--- src/rtl/mdio_mgmt_pkg.sv ---
package mdio_mgmt_pkg;

    localparam int PRE_BITS  = 32;
    localparam int HDR_BITS  = 14;
    localparam int TA_BITS   = 2;
    localparam int DATA_BITS = 16;
    localparam int CNT_W     = $clog2(PRE_BITS);

    typedef enum logic [2:0] {
        FR_IDLE,
        FR_PREAMBLE,
        FR_HEADER,
        FR_TURN,
        FR_PAYLOAD
    } frame_state_e;

    typedef enum logic [1:0] {
        SEL_CFG  = 2'd0,
        SEL_ADDR = 2'd1,
        SEL_DATA = 2'd2,
        SEL_OP   = 2'd3
    } reg_sel_e;

    typedef struct packed {
        logic [1:0] st;
        logic [1:0] op;
        logic [4:0] phy;
        logic [4:0] regad;
    } frame_hdr_t;

endpackage

--- src/rtl/mdio_clk_div.sv ---
module mdio_clk_div #(
    parameter int DIV_W = 8
) (
    input  logic             clk,
    input  logic             rst_n,
    input  logic             run,
    input  logic [DIV_W-1:0] div,
    output logic             mdc,
    output logic             rise_tick,
    output logic             fall_tick
);

    logic [DIV_W-1:0] cnt_q;
    logic             mdc_q;
    logic             hit;

    assign hit       = run && (cnt_q == div);
    assign rise_tick = hit && !mdc_q;
    assign fall_tick = hit && mdc_q;
    assign mdc       = mdc_q;

    always_ff @(posedge clk or negedge rst_n) begin
        if (!rst_n) begin
            cnt_q <= '0;
            mdc_q <= 1'b0;
        end else if (!run) begin
            cnt_q <= '0;
            mdc_q <= 1'b0;
        end else if (hit) begin
            cnt_q <= '0;
            mdc_q <= ~mdc_q;
        end else begin
            cnt_q <= cnt_q + 1'b1;
        end
    end

    // a toggle of MDC only ever follows a full half period of counting
    assert_half_period_R3: assert property (@(posedge clk) disable iff (!rst_n)
        (run && $past(run) && (mdc_q != $past(mdc_q))) |-> ($past(cnt_q) == $past(div)));

endmodule

--- src/rtl/mdio_frame_engine.sv ---
module mdio_frame_engine
    import mdio_mgmt_pkg::*;
(
    input  logic                 clk,
    input  logic                 rst_n,
    input  logic                 start,
    input  logic                 pre_en,
    input  frame_hdr_t           hdr,
    input  logic [DATA_BITS-1:0] wdata,
    input  logic                 rise_tick,
    input  logic                 fall_tick,
    input  logic                 mdio_i,
    output logic                 busy,
    output logic                 mdio_o,
    output logic                 mdio_oe,
    output logic                 rd_done,
    output logic [DATA_BITS-1:0] rdata
);

    frame_state_e         state_q, state_d;
    logic [CNT_W-1:0]     cnt_q;
    logic [HDR_BITS-1:0]  hdr_sr;
    logic [DATA_BITS-1:0] data_sr;
    logic                 rd_q;

    // next-state logic
    always_comb begin
        state_d = state_q;
        unique case (state_q)
            FR_IDLE:     if (start) state_d = pre_en ? FR_PREAMBLE : FR_HEADER;
            FR_PREAMBLE: if (fall_tick && cnt_q == CNT_W'(PRE_BITS-1)) state_d = FR_HEADER;
            FR_HEADER:   if (fall_tick && cnt_q == CNT_W'(HDR_BITS-1)) state_d = FR_TURN;
            FR_TURN:     if (fall_tick && cnt_q == CNT_W'(TA_BITS-1)) state_d = FR_PAYLOAD;
            FR_PAYLOAD:  if (fall_tick && cnt_q == CNT_W'(DATA_BITS-1)) state_d = FR_IDLE;
            default:     state_d = FR_IDLE;
        endcase
    end

    // state register and bit counter
    always_ff @(posedge clk or negedge rst_n) begin
        if (!rst_n) begin
            state_q <= FR_IDLE;
            cnt_q   <= '0;
        end else begin
            state_q <= state_d;
            if (state_d != state_q) cnt_q <= '0;
            else if (fall_tick)     cnt_q <= cnt_q + 1'b1;
        end
    end

    // shift registers
    always_ff @(posedge clk or negedge rst_n) begin
        if (!rst_n) begin
            hdr_sr  <= '0;
            data_sr <= '0;
            rd_q    <= 1'b0;
        end else if (state_q == FR_IDLE) begin
            if (start) begin
                hdr_sr  <= hdr;
                data_sr <= wdata;
                rd_q    <= hdr.op[1];
            end
        end else begin
            if (state_q == FR_HEADER && fall_tick)
                hdr_sr <= {hdr_sr[HDR_BITS-2:0], 1'b0};
            if (state_q == FR_PAYLOAD) begin
                if (rd_q && rise_tick)
                    data_sr <= {data_sr[DATA_BITS-2:0], mdio_i};
                else if (!rd_q && fall_tick)
                    data_sr <= {data_sr[DATA_BITS-2:0], 1'b0};
            end
        end
    end

    // outputs
    always_comb begin
        mdio_o  = 1'b0;
        mdio_oe = 1'b0;
        unique case (state_q)
            FR_IDLE: begin
                mdio_o  = 1'b0;
                mdio_oe = 1'b0;
            end
            FR_PREAMBLE: begin
                mdio_o  = 1'b1;
                mdio_oe = 1'b1;
            end
            FR_HEADER: begin
                mdio_o  = hdr_sr[HDR_BITS-1];
                mdio_oe = 1'b1;
            end
            FR_TURN: begin
                mdio_o  = !rd_q && (cnt_q == '0);
                mdio_oe = !rd_q;
            end
            FR_PAYLOAD: begin
                mdio_o  = !rd_q && data_sr[DATA_BITS-1];
                mdio_oe = !rd_q;
            end
            default: begin
                mdio_o  = 1'b0;
                mdio_oe = 1'b0;
            end
        endcase
    end

    assign busy    = (state_q != FR_IDLE);
    assign rd_done = rd_q && (state_q == FR_PAYLOAD) && (state_d == FR_IDLE);
    assign rdata   = data_sr;

    // reads never drive the line after the header
    assert_read_released_R7: assert property (@(posedge clk) disable iff (!rst_n)
        (rd_q && (state_q == FR_TURN || state_q == FR_PAYLOAD)) |-> !mdio_oe);

    // frame type stays fixed once a frame is under way
    assert_op_held_R8: assert property (@(posedge clk) disable iff (!rst_n)
        (busy && $past(busy)) |-> $stable(rd_q));

endmodule

--- src/rtl/mdio_mgmt_master.sv ---
module mdio_mgmt_master
    import mdio_mgmt_pkg::*;
#(
    parameter int DIV_W = 8
) (
    input  logic        clk,
    input  logic        rst_n,
    input  logic        reg_wr,
    input  logic [1:0]  reg_sel,
    input  logic [15:0] reg_wdata,
    output logic        busy,
    output logic [15:0] data_reg,
    output logic        mdc,
    output logic        mdio_o,
    output logic        mdio_oe,
    input  logic        mdio_i
);

    localparam int DIV_LSB = 8;

    logic             cfg_c22, cfg_pre;
    logic [DIV_W-1:0] cfg_div, div_q;
    logic [4:0]       addr_phy, addr_reg;
    logic [15:0]      data_q;
    logic             start, data_wr, last_rd;
    logic             rise_tick, fall_tick, rd_done;
    logic [15:0]      rdata;
    frame_hdr_t       hdr;

    assign start   = reg_wr && (reg_sel == SEL_OP) && !busy;
    assign data_wr = reg_wr && (reg_sel == SEL_DATA);

    assign hdr.st    = cfg_c22 ? 2'b01 : 2'b00;
    assign hdr.op    = reg_wdata[1:0];
    assign hdr.phy   = addr_phy;
    assign hdr.regad = addr_reg;

    always_ff @(posedge clk or negedge rst_n) begin
        if (!rst_n) begin
            cfg_c22  <= 1'b1;
            cfg_pre  <= 1'b1;
            cfg_div  <= '0;
            div_q    <= '0;
            addr_phy <= '0;
            addr_reg <= '0;
            data_q   <= '0;
            last_rd  <= 1'b0;
        end else begin
            if (reg_wr && reg_sel == SEL_CFG) begin
                cfg_c22 <= reg_wdata[0];
                cfg_pre <= reg_wdata[1];
                cfg_div <= reg_wdata[DIV_LSB +: DIV_W];
            end
            if (reg_wr && reg_sel == SEL_ADDR) begin
                addr_reg <= reg_wdata[4:0];
                addr_phy <= reg_wdata[12:8];
            end
            if (rd_done)      data_q <= rdata;
            else if (data_wr) data_q <= reg_wdata;
            if (start) begin
                div_q   <= cfg_div;
                last_rd <= reg_wdata[1];
            end
        end
    end

    mdio_clk_div #(.DIV_W(DIV_W)) u_clk_div (
        .clk       (clk),
        .rst_n     (rst_n),
        .run       (busy),
        .div       (div_q),
        .mdc       (mdc),
        .rise_tick (rise_tick),
        .fall_tick (fall_tick)
    );

    mdio_frame_engine u_engine (
        .clk       (clk),
        .rst_n     (rst_n),
        .start     (start),
        .pre_en    (cfg_pre),
        .hdr       (hdr),
        .wdata     (data_q),
        .rise_tick (rise_tick),
        .fall_tick (fall_tick),
        .mdio_i    (mdio_i),
        .busy      (busy),
        .mdio_o    (mdio_o),
        .mdio_oe   (mdio_oe),
        .rd_done   (rd_done),
        .rdata     (rdata)
    );

    assign data_reg = data_q;

    assert_idle_bus_R1: assert property (@(posedge clk) disable iff (!rst_n)
        !busy |-> (!mdc && !mdio_oe));

    assert_busy_on_start_R2: assert property (@(posedge clk) disable iff (!rst_n)
        (reg_wr && reg_sel == SEL_OP && !busy) |=> busy);

    assert_data_kept_R9: assert property (@(posedge clk) disable iff (!rst_n)
        ($fell(busy) && !last_rd && !$past(data_wr)) |-> $stable(data_q));

    assert_mdio_on_fall_R10: assert property (@(posedge clk) disable iff (!rst_n)
        (busy && $past(busy) && (mdio_o != $past(mdio_o))) |-> ($past(mdc) && !mdc));

endmodule

--- config.mk ---
export PLATFORM = sky130hd
export DESIGN_NAME = mdio_mgmt_master
export DESIGN_NICKNAME = d
export VERILOG_FILES = /design/src/rtl/mdio_mgmt_pkg.sv /design/src/rtl/mdio_clk_div.sv /design/src/rtl/mdio_frame_engine.sv /design/src/rtl/mdio_mgmt_master.sv
export SDC_FILE = /design/constraint.sdc
export NUM_CORES = 1
export LEC_CHECK = 0
export ABC_CLOCK_PERIOD_IN_PS = 2600
export BUFFER_PORTS_ARGS = -buffer_cell sky130_fd_sc_hd__buf_2
export CORE_MARGIN = 10
export CORE_UTILIZATION = 59
export CTS_CLUSTER_SIZE = 24
export DETAILED_ROUTE_END_ITERATION = 6
export GPL_ROUTABILITY_DRIVEN = 0
export PLACE_DENSITY = 0.79
export REMOVE_ABC_BUFFERS = 1
export SYNTH_ARGS = -nofsm -noshare
export SYNTH_HDL_FRONTEND = slang
export SYNTH_SLANG_ARGS = --single-unit
--- constraint.sdc ---
create_clock -name clk -period 2.6 [get_ports clk]
set_input_delay 0 -clock clk [delete_from_list [all_inputs] [get_ports clk]]
set_output_delay 0 -clock clk [all_outputs]
set_load 0.1 [all_outputs]
==> results.md, run 1 <==
- Finish-stage setup viols: 0
- #FFs+latches synth: 92
- GRT overflow: 0
- Clock period minus worst slack: 2.34 ns
- Final WS setup: approximately 0.26 ns
- Share of layout cells above drive strength 1: 0.316
- P&R area growth vs syn: 14.6%
- Total Power: 5.54 mW
- Distinct cells, synth: 54
- Die height: 109 microns
- Boundary pin count: 42
- Drt initial violations: 121
- CTS tree: built
- Critical path endpoint category: primary output
- Filler cells: around 570
- Logic pwr share: 0.399
- DPL Wire Length: 6.22 mm
- Die area: approximately 12000 sq um
- Status: finished clean
- Hold/Removal Path Class: input pin to flop
- Hold path depth: 3
- Fmax: 0.427 GHz
- Final period util: 0.901
- Dominant synthesized flop cell: dfrtp_1
- Syn. warnings: 0
- Die X: 109 microns
- Final hold vios: 0
- Worst-Skew Late Latency: ~0.36 ns
- Cell Pwr Density: around 1000 nW/um^2
- Clk slew on worst S/H paths: 0.09 ns
- Final instance area: 5350 sq um
- H-tree depth: 3
- Max IR drop VDD: 0.529 mV
- Placeable Area: roughly 7700 sq um
- DP Area: 4970 sq um
- Drt pass-1 iters: 4
- Initial Util: 0.604
- CTS buffer count: 9
- Crit Path Max Fanout: 12
- Clock skew: between 0.01 and 0.015 ns
- Vias/cell: ~5.5
- Slew Viols, Final: 0
- Post-synth EDFFs: 0
- Clk network pwr share: 0.184
- Sw power: 2.38 mW
- Via count: roughly 3200
- Initial antenna violation count: 0
- Flop pwr share: 0.417
- Input/output buffers: 41
- Pin count of the biggest net entering global routing: 93
- Vias in the first global route: ~3300
- Pre-CTS setup slack: 0.390 ns
- Internal power: 3.16 mW
- Avg Cell Area, Syn: 10.9 sq um
- Slew @ Worst Pin: between 0.7 and 0.8 ns
- Routed len/inst: 16.5 microns
- Clock Sinks: 92
- Max Cap Viol: 0
- Fraction of registers with async set/reset: 1.00
- CP required: 2.60 ns
- Clock Path Buffers: 2
- Diodes inserted: 0
- Arr. time, crit path: between 2 and 2.5 ns
- Cell area after synthesis: 4660 sq um
- Final wirelength: 9.69 mm
- Unrepaired setup endpoints after global routing: no
- Post-route antenna net violation count: 0
- Drt drc: 0
- Total Routing Usage GR: 0.170
- Post-synthesis sequential area ratio: 0.494
- Setup CP Type: flop to primary output
- First-pass GRT wire length: 16.0 mm
- Slew margin rel.: 0.512
- Sw Ratio: 0.430
- Clock Tree Root: clkbuf_8
- Worst setup SP type: flop
- FP Rows: 32
- Nets@finish: between 500 and 600
- Synth Instances: 427
- Cell leakage power: 2.64 nW
- Worst-case reg-to-reg path depth: 7
-- cell usage after synthesis (all sizes together) (2+ instances only) --
cell type	number	area, sq um
nand4	3	40.0
o22ai	2	12.5
xnor2	11	104
nor3	5	52.6
or2	2	12.5
nand3	9	45.0
and3	6	37.5
clkbuf	11	41.3
nor3b	4	40.0
nand3b	3	22.5
o21ai	4	20.0
mux2	80	938
nor2b	2	12.5
a21oi	6	33.8
nor4b	2	17.5
inv	9	33.8
nor2	16	62.6
a21o	2	15.0
ha	6	75.1
dfrtp	90	2250
buf	9	56.3
xor2	6	52.6
mux2i	4	40.0
dfstp	2	52.6
nand2	118	443
-- placed cells by master, fill, tap and decap left out, types with 3 or more instances in the layout --
cell type,netlist,layout
mux2_2,62,62
mux2_4,10,10
o21ai_0,4,4
xnor2_1,10,10
ha_1,6,6
clkbuf_8,0,10
inv_6,0,3
buf_4,3,7
nand3_1,9,9
inv_1,8,8
dlygate4sd3_1,0,16
mux2_1,8,8
a21oi_1,5,5
xor2_1,6,6
dfrtp_1,90,90
nand3b_1,3,3
nand2_1,118,118
buf_2,3,40
and3_1,6,6
mux2i_1,4,4
nor2_1,15,15
-- path summary, 6_finish.rpt --
path | to | slack (ns) | start
worst max register to register | u_engine.cnt_q[4] | 0.33 | u_engine.cnt_q[1]
worst min-delay path | data_reg[5] | 0.01 | reg_wdata[5]
worst min register to register | div_q[0] | 0.49 | cfg_div[0]
min in group asynchronous | u_engine.state_q[1] | 0.19 | rst_n
max in group asynchronous | u_engine.state_q[2] | 1.99 | rst_n
worst max-delay path | mdio_o | 0.26 | u_engine.state_q[2]
-- final cells by class --
class | count | area [sq um] | share of cell area
Clock buffer | 10 | 138 | 0.0257
Clock inverter | 6 | 76.3 | 0.0143
Inverter | 9 | 33.8 | 0.00632
Multi-Input combinational cell | 306 | 2230 | 0.418
Sequential cell | 92 | 2300 | 0.431
Tap cell | 102 | 128 | 0.0239
Timing Repair Buffer | 64 | 433 | 0.0810
-- logic make-up (layout without fill, tap and decap cells) --
family          count (synthesis)  in the layout  share of synthesized area
flops                          92             92                      0.494
simple gates                  175            175                      0.180
mux                            84             84                      0.210
buf+inv                        29             89                     0.0282
compound gates                 24             24                     0.0386
xor+xnor                       17             17                     0.0335
fa+ha+maj                       6              6                     0.0161
-- stage by stage --
stage	TNS [ns]	utilization	cells	hold WS (ns)
final	0	0.692	589	0.0123
after global routing	0	0.692	589	0.0140
after CTS	0	0.691	589	0.000843
after detailed placement	0	0.643	557	0.0859
after global placement	0	0.643	557	0.0813
after floorplan	-14.91	-	407	-0.296
-- power groups by stage --
stage	clock network, mW	registers (mW)	logic, mW
after floorplan	0	2.59	1.41
after global routing	1.10	2.37	2.42
after CTS	1.03	2.29	2.23
after detailed placement	0	2.32	2.19
after global placement	0	2.29	2.13
final	1.02	2.31	2.21
-- routing by layer --
metal  vias up  global-route usage  part of all wire
met5         -                   0                 0
met4         0              0.0650             0.017
met3        14              0.0372             0.038
met2        54               0.279              0.50
met1      1602               0.216              0.45
li1       1552                   -                 -
-- critical path, stage by stage, from the launching register on --
cell     delay (ns)
dfrtp_1        0.60
nor3b_4        0.41
mux2i_1        0.13
nor2_1         0.15
a21oi_1        0.09
o22ai_1        0.16
buf_2          0.45
-- what timing repair did --
item | CTS | global route
hold buffers | 16 | 0
buffers inserted | 0 | 0
gates resized for setup | 0 | 1
setup endpoints to repair | 0 | 1
endpoints found under the hold margin | 113 | 0
Note: power is estimated with default switching activity, not from simulation.
==> inputs of run 2 (changes only) <==
- ABC_CLOCK_PERIOD_IN_PS: 2600 -> 1900
- CORE_UTILIZATION: 59 -> 54
- PLACE_DENSITY: 0.79 -> 0.76
- clock period: 2.6 -> 1.9 ns (I/O delays scaled with it)
==> results.md, run 2 (synthesis gave the netlist of run 1 again) <==
- CTS tree: built
- Fmax: 0.492 GHz
- Placed Cells: 587 (+5.4%)
- Share of layout cells above drive strength 1: 0.436 (+0.120)
- FP Rows: 33 (+3.1%)
- Clk slew on worst S/H paths: 0.09 ns (about the same)
- End of the worst register-to-register path: data_reg[10]
- Clock period minus worst slack: 2.03 ns
- Die X: 113 microns (+3.7%)
- Setup TNS Final: -1.46 ns (-1.46 ns)
- Failing checks: setup timing
- GRT busiest layer: met2
- Arr. time, crit path: 2.03 ns (-0.31 ns)
- Met1 Use GR: 0.211 (-0.00465)
- CP Capture Point: mdio_o
- Filler cells: 578 (+1.2%)
- Finished Layout Cells: 635 (+7.8%)
- Die height: 113 microns (+3.7%)
- Post-route antenna net violation count: 0 (unchanged)
- Pin count of the biggest net entering global routing: 40 (-57%)
- Hold Crit Start: reg_wdata[5]
- CP required: 1.90 ns (-0.70 ns)
- Hold/Removal Path Class: input pin to flop
- Pre-CTS setup slack: -0.266 ns (-0.657 ns)
- Commonest non-fill, non-tap cell in the layout: nand2_1
- GRT overflow: 0 (unchanged)
- Final wirelength: 11.2 mm (+16%)
- Final WS setup: -0.132 ns (-0.389 ns)
- Crit Path Max Fanout: 2 (-10)
- Diodes inserted: 0 (unchanged)
- Via count: 3488 (+8.3%)
- Slew @ Worst Pin: 0.550 ns (-0.172 ns)
- Clock Tree Root: clkbuf_8
- Placeable Area: 8300 sq um (+7.4%)
- Initial antenna violation count: 0 (unchanged)
- Flop-to-flop setup slack: -0.06 ns (-0.39 ns)
- Final period util: 1.07
- Clock skew: 0.0161 ns (+0.00314 ns)
- Worst Setup SP: u_engine.cnt_q[1]
- Max IR drop VDD: 0.907 mV (+71%)
- Input/output buffers: 41 (unchanged)
- Routed len/inst: 17.7 microns (+7.6%)
- Total Power: 8.54 mW (+54%)
- Slew Viols, Final: 0 (unchanged)
- Final Util: 0.720 (+0.0283)
- Boundary pin count: 42 (unchanged)
- P&R area growth vs syn: 28.2%
- FF/Latch Area: 2310 sq um (+0.11%)
- Setup CP Type: flop to primary output
- Vias/cell: 5.49 (+0.41%)
- First-pass GRT wire length: 18.4 mm (+15%)
- Drt initial violations: 190 (+57%)
- Finish-stage setup viols: 35 (+35)
- Cell leakage power: 2.96 nW (+12%)
- Unrepaired setup endpoints after global routing: yes
- Worst-case reg-to-reg path depth: 7 (unchanged)
- Max Cap Viol: 0 (unchanged)
- FF-to-FF Start: div_q[7]
- Status: complete, but fails checks
- CTS buffer count: 9 (unchanged)
- Slew margin rel.: 0.632 (+0.120)
- Nets@finish: 554 (+8.6%)
- Cell Pwr Density: 1430 nW/um^2 (+38%)
- Die area: 12800 sq um (+7.5%)
- Drt drc: 0 (unchanged)
- Clock Sinks: 92 (unchanged)
- Global-route met2 utilization: 0.305 (+0.0256)
- Total Routing Usage GR: 0.174 (+0.00315)
- DPL Wire Length: 7.22 mm (+16%)
- Grt met3 use: 0.0322 (-0.00494)
- Multi-input logic area: 2430 sq um (+8.9%)
- Final hold vios: 0 (unchanged)
- Drt pass-1 iters: 4 (unchanged)
- H-tree depth: 3 (unchanged)
- Clock Path Buffers: 2 (unchanged)
- Worst-Skew Late Latency: 0.36 ns (about the same)
- Vias in the first global route: 3798 (+16%)
- Worst setup SP type: flop
- Critical path endpoint category: primary output
- Most frequent cells in the layout: nand2_1, dfrtp_1, mux2_2, buf_4, buf_2
- Initial Util: 0.562 (-0.0416)
-- run 2: cell count changes in the layout (fill, tap and decap cells not counted), moves of 3 or more --
| cell | previous run | this run |
|---|---|---|
| mux2_1 | 8 | 0 |
| xnor2_2 | 1 | 8 |
| xnor2_1 | 10 | 3 |
| ha_2 | 0 | 3 |
| buf_4 | 7 | 41 |
| mux2_4 | 10 | 18 |
| buf_6 | 0 | 5 |
| buf_12 | 1 | 5 |
| ha_1 | 6 | 2 |
-- run 2: cell type report --
class	instances	share of cell area
clock buffers	9	0.0207
clock inverters	6	0.0119
inverters	9	0.00649
multi-input cells	306	0.407
flip-flops and latches	92	0.386
well taps	105	0.0220
repair buffers	108	0.146
-- run 2: worst min-delay path by stage --
stage	to	slack (ns)	cells past startpoint
after floorplan	addr_phy[0]	-0.30	0
after global placement	u_engine.cnt_q[4]	0.02	1
after detailed placement	u_engine.cnt_q[4]	0.02	1
after CTS	data_reg[5]	0.004	3
after global routing	data_reg[5]	0.03	3
final	data_reg[5]	0.03	3
-- run 2: routing by layer --
metal	wire (microns)	part of all wire
met1	4830	0.43
met2	5750	0.51
met3	484	0.043
met4	182	0.016
met5	0	0
-- run 2: timing repair --
action                                 4_1_cts  5_1_grt
gates cloned                                 1        1
pin swaps                                   15        9
setup endpoints to repair                   23       40
hold buffers                                16        0
setup buffers                               12        4
gates resized for setup                     35       16
endpoints found under the hold margin       61        0
-- run 2: through the flow --
step / cell area (sq um) / hold slack, ns
floorplan: 4570 / -0.296
global placement: 5230 / 0.0154
detailed placement: 5230 / 0.0189
CTS: 5840 / 0.00404
global route: 5980 / 0.0324
finish: 5980 / 0.0278
-- run 2: critical path, cell delays in order (launching register included) --
cell and delay, ns:
dfrtp_1 0.41, buf_6 0.14, inv_4 0.06, ha_4 0.11, nor4b_4 0.22, mux2i_1 0.11, nor2_1 0.14, a21oi_1 0.10
o22ai_2 0.19, buf_12 0.20
-- run 2: report_power, final --
part	total (mW)	internal (mW)	leakage (nW)	switching, mW
combinational	4.09	1.73	1.71	2.36
sequential	3.12	2.59	1.15	0.529
clock	1.33	0.615	0.0976	0.718
total	8.54	4.94	2.96	3.61
==> inputs of run 3 (changes only) <==
- MAX_ROUTING_LAYER: not set -> met4
- TNS_END_PERCENT: not set -> 30
==> results.md, run 3 (synthesis gave the netlist of run 1 again) <==
- Filler cells: 598 (+3.5%)
- DPL Wire Length: 7.22 mm (unchanged)
- Share of layout cells above drive strength 1: 0.393 (-0.0432)
- Failing checks: setup timing
- Status: complete, but fails checks
- Cell Pwr Density: 1400 nW/um^2 (-1.7%)
- Final wirelength: 10.4 mm (-7.6%)
- Initial antenna violation count: 0 (unchanged)
- Worst-Skew Late Latency: 0.36 ns (about the same)
- First-pass GRT wire length: 17.9 mm (-2.6%)
- Drt drc: 0 (unchanged)
- FP Rows: 33 (unchanged)
- Most frequent cells in the layout: nand2_1, dfrtp_1, mux2_2, buf_2, buf_4
- Clk slew on worst S/H paths: 0.09 ns (about the same)
- Commonest non-fill, non-tap cell in the layout: nand2_1
- Critical path endpoint category: primary output
- Diodes inserted: 0 (unchanged)
- H-tree depth: 3 (unchanged)
- Max IR drop VDD: 0.895 mV (-1.3%)
- Die height: 113 microns (unchanged)
- Vias/cell: 5.42 (-1.3%)
- Worst setup SP type: flop
- GRT overflow: 0 (unchanged)
- Placeable Area: 8300 sq um (unchanged)
- Via count: 3373 (-3.3%)
- Slew Viols, Final: 0 (unchanged)
- Drt pass-1 iters: 4 (unchanged)
- Input/output buffers: 41 (unchanged)
- Clock Sinks: 92 (unchanged)
- Multi-input logic area: 2370 sq um (-2.5%)
- Nets@finish: 541 (-2.3%)
- Pin count of the biggest net entering global routing: 40 (unchanged)
- Arr. time, crit path: 2.02 ns (about the same)
- Slew @ Worst Pin: 0.548 ns (-0.00266 ns)
- Drt initial violations: 90 (-53%)
- CTS tree: built
- Max Cap Viol: 0 (unchanged)
- Clock skew: 0.0143 ns (-0.00183 ns)
- Clock Tree Root: clkbuf_8
- Hold/Removal Path Class: input pin to flop
- Final hold vios: 0 (unchanged)
- Initial Util: 0.562 (unchanged)
- Pre-CTS setup slack: -0.266 ns (unchanged)
- Clock period minus worst slack: 2.02 ns (-0.0133 ns)
- Final period util: 1.06 (-0.00700)
- Cell leakage power: 2.84 nW (-4.3%)
- Flop-to-flop setup slack: -0.08 ns (-0.02 ns)
- Setup CP Type: flop to primary output
- Die X: 113 microns (unchanged)
- Clock Path Buffers: 2 (unchanged)
- Fmax: 0.495 GHz (+0.66%)
- Total Power: 8.10 mW (-5.1%)
- Total Routing Usage GR: 0.174 (about the same)
- CTS buffer count: 9 (unchanged)
- Slew margin rel.: 0.634 (+0.00178)
- Unrepaired setup endpoints after global routing: yes
- CP required: 1.90 ns (about the same)
- Boundary pin count: 42 (unchanged)
- Final WS setup: -0.119 ns (+0.0133 ns)
- Crit Path Max Fanout: 2 (unchanged)
- Vias in the first global route: 3672 (-3.3%)
- P&R area growth vs syn: 23.7%
- Post-route antenna net violation count: 0 (unchanged)
- Routed len/inst: 16.7 microns (-5.7%)
- Finish-stage setup viols: 6 (-83%)
- Die area: 12800 sq um (unchanged)
- FF/Latch Area: 2300 sq um (-0.11%)
## run 3: final timing paths
path,cells past startpoint,startpoint,to
max in group asynchronous,3,rst_n,cfg_c22
setup reg to reg,8,u_engine.cnt_q[0],u_engine.cnt_q[4]
hold reg to reg,2,cfg_div[4],div_q[4]
min in group asynchronous,2,rst_n,u_engine.cnt_q[4]
setup / recovery,9,u_engine.cnt_q[1],mdio_o
hold / removal,3,reg_wdata[5],data_reg[5]
## run 3: layout make-up
cell class                 count  area share
clock buffer                   9      0.0215
clock inverter                 6      0.0124
inverter                       9     0.00672
sequential                    92       0.399
tap                          105      0.0228
multi-input combinational    306       0.411
timing repair buffer          95       0.126
## run 3: layer usage
layer	part of all wire	vias up	wire length [microns]	GRT usage
met3	0.038	10	392	0.0248
met5	0	-	0	-
met2	0.50	77	5230	0.294
met4	0.011	0	112	0.0499
met1	0.45	1675	4650	0.211
li1	-	1611	-	-
## run 3: worst max-delay path, stage by stage (launching register included)
cell	delay, ns
dfrtp_1	0.41
buf_6	0.13
inv_4	0.05
ha_4	0.11
nor4b_4	0.22
mux2i_1	0.11
nor2_1	0.14
a21oi_1	0.10
o22ai_2	0.19
buf_12	0.20
## run 3: what timing repair did
item,4_1_cts,5_1_grt
endpoints found under the setup margin,23,40
buffers inserted,4,1
hold endpoints to repair,61,0
pin swaps,10,9
resized for setup,21,9
hold buffers,16,0
## run 3: stage by stage
step	hold slack [ns]	setup TNS [ns]	utilization	instance area, sq um	std cells
after CTS	0.00409	-0.269	0.687	5700	621
after floorplan	-0.296	-59.39	-	4570	407
after global routing	0.0319	-1.89	0.695	5770	622
after detailed placement	0.0189	-0.896	0.630	5230	587
final	0.0277	-0.433	0.695	5770	622
after global placement	0.0154	-0.457	0.630	5230	587
## run 3: power by group
part / leakage, nW / internal (mW) / total [mW] / switching [mW]
combinational: 1.58 / 1.46 / 3.68 / 2.22
clock: 0.0976 / 0.615 / 1.33 / 0.716
sequential: 1.16 / 2.58 / 3.10 / 0.512
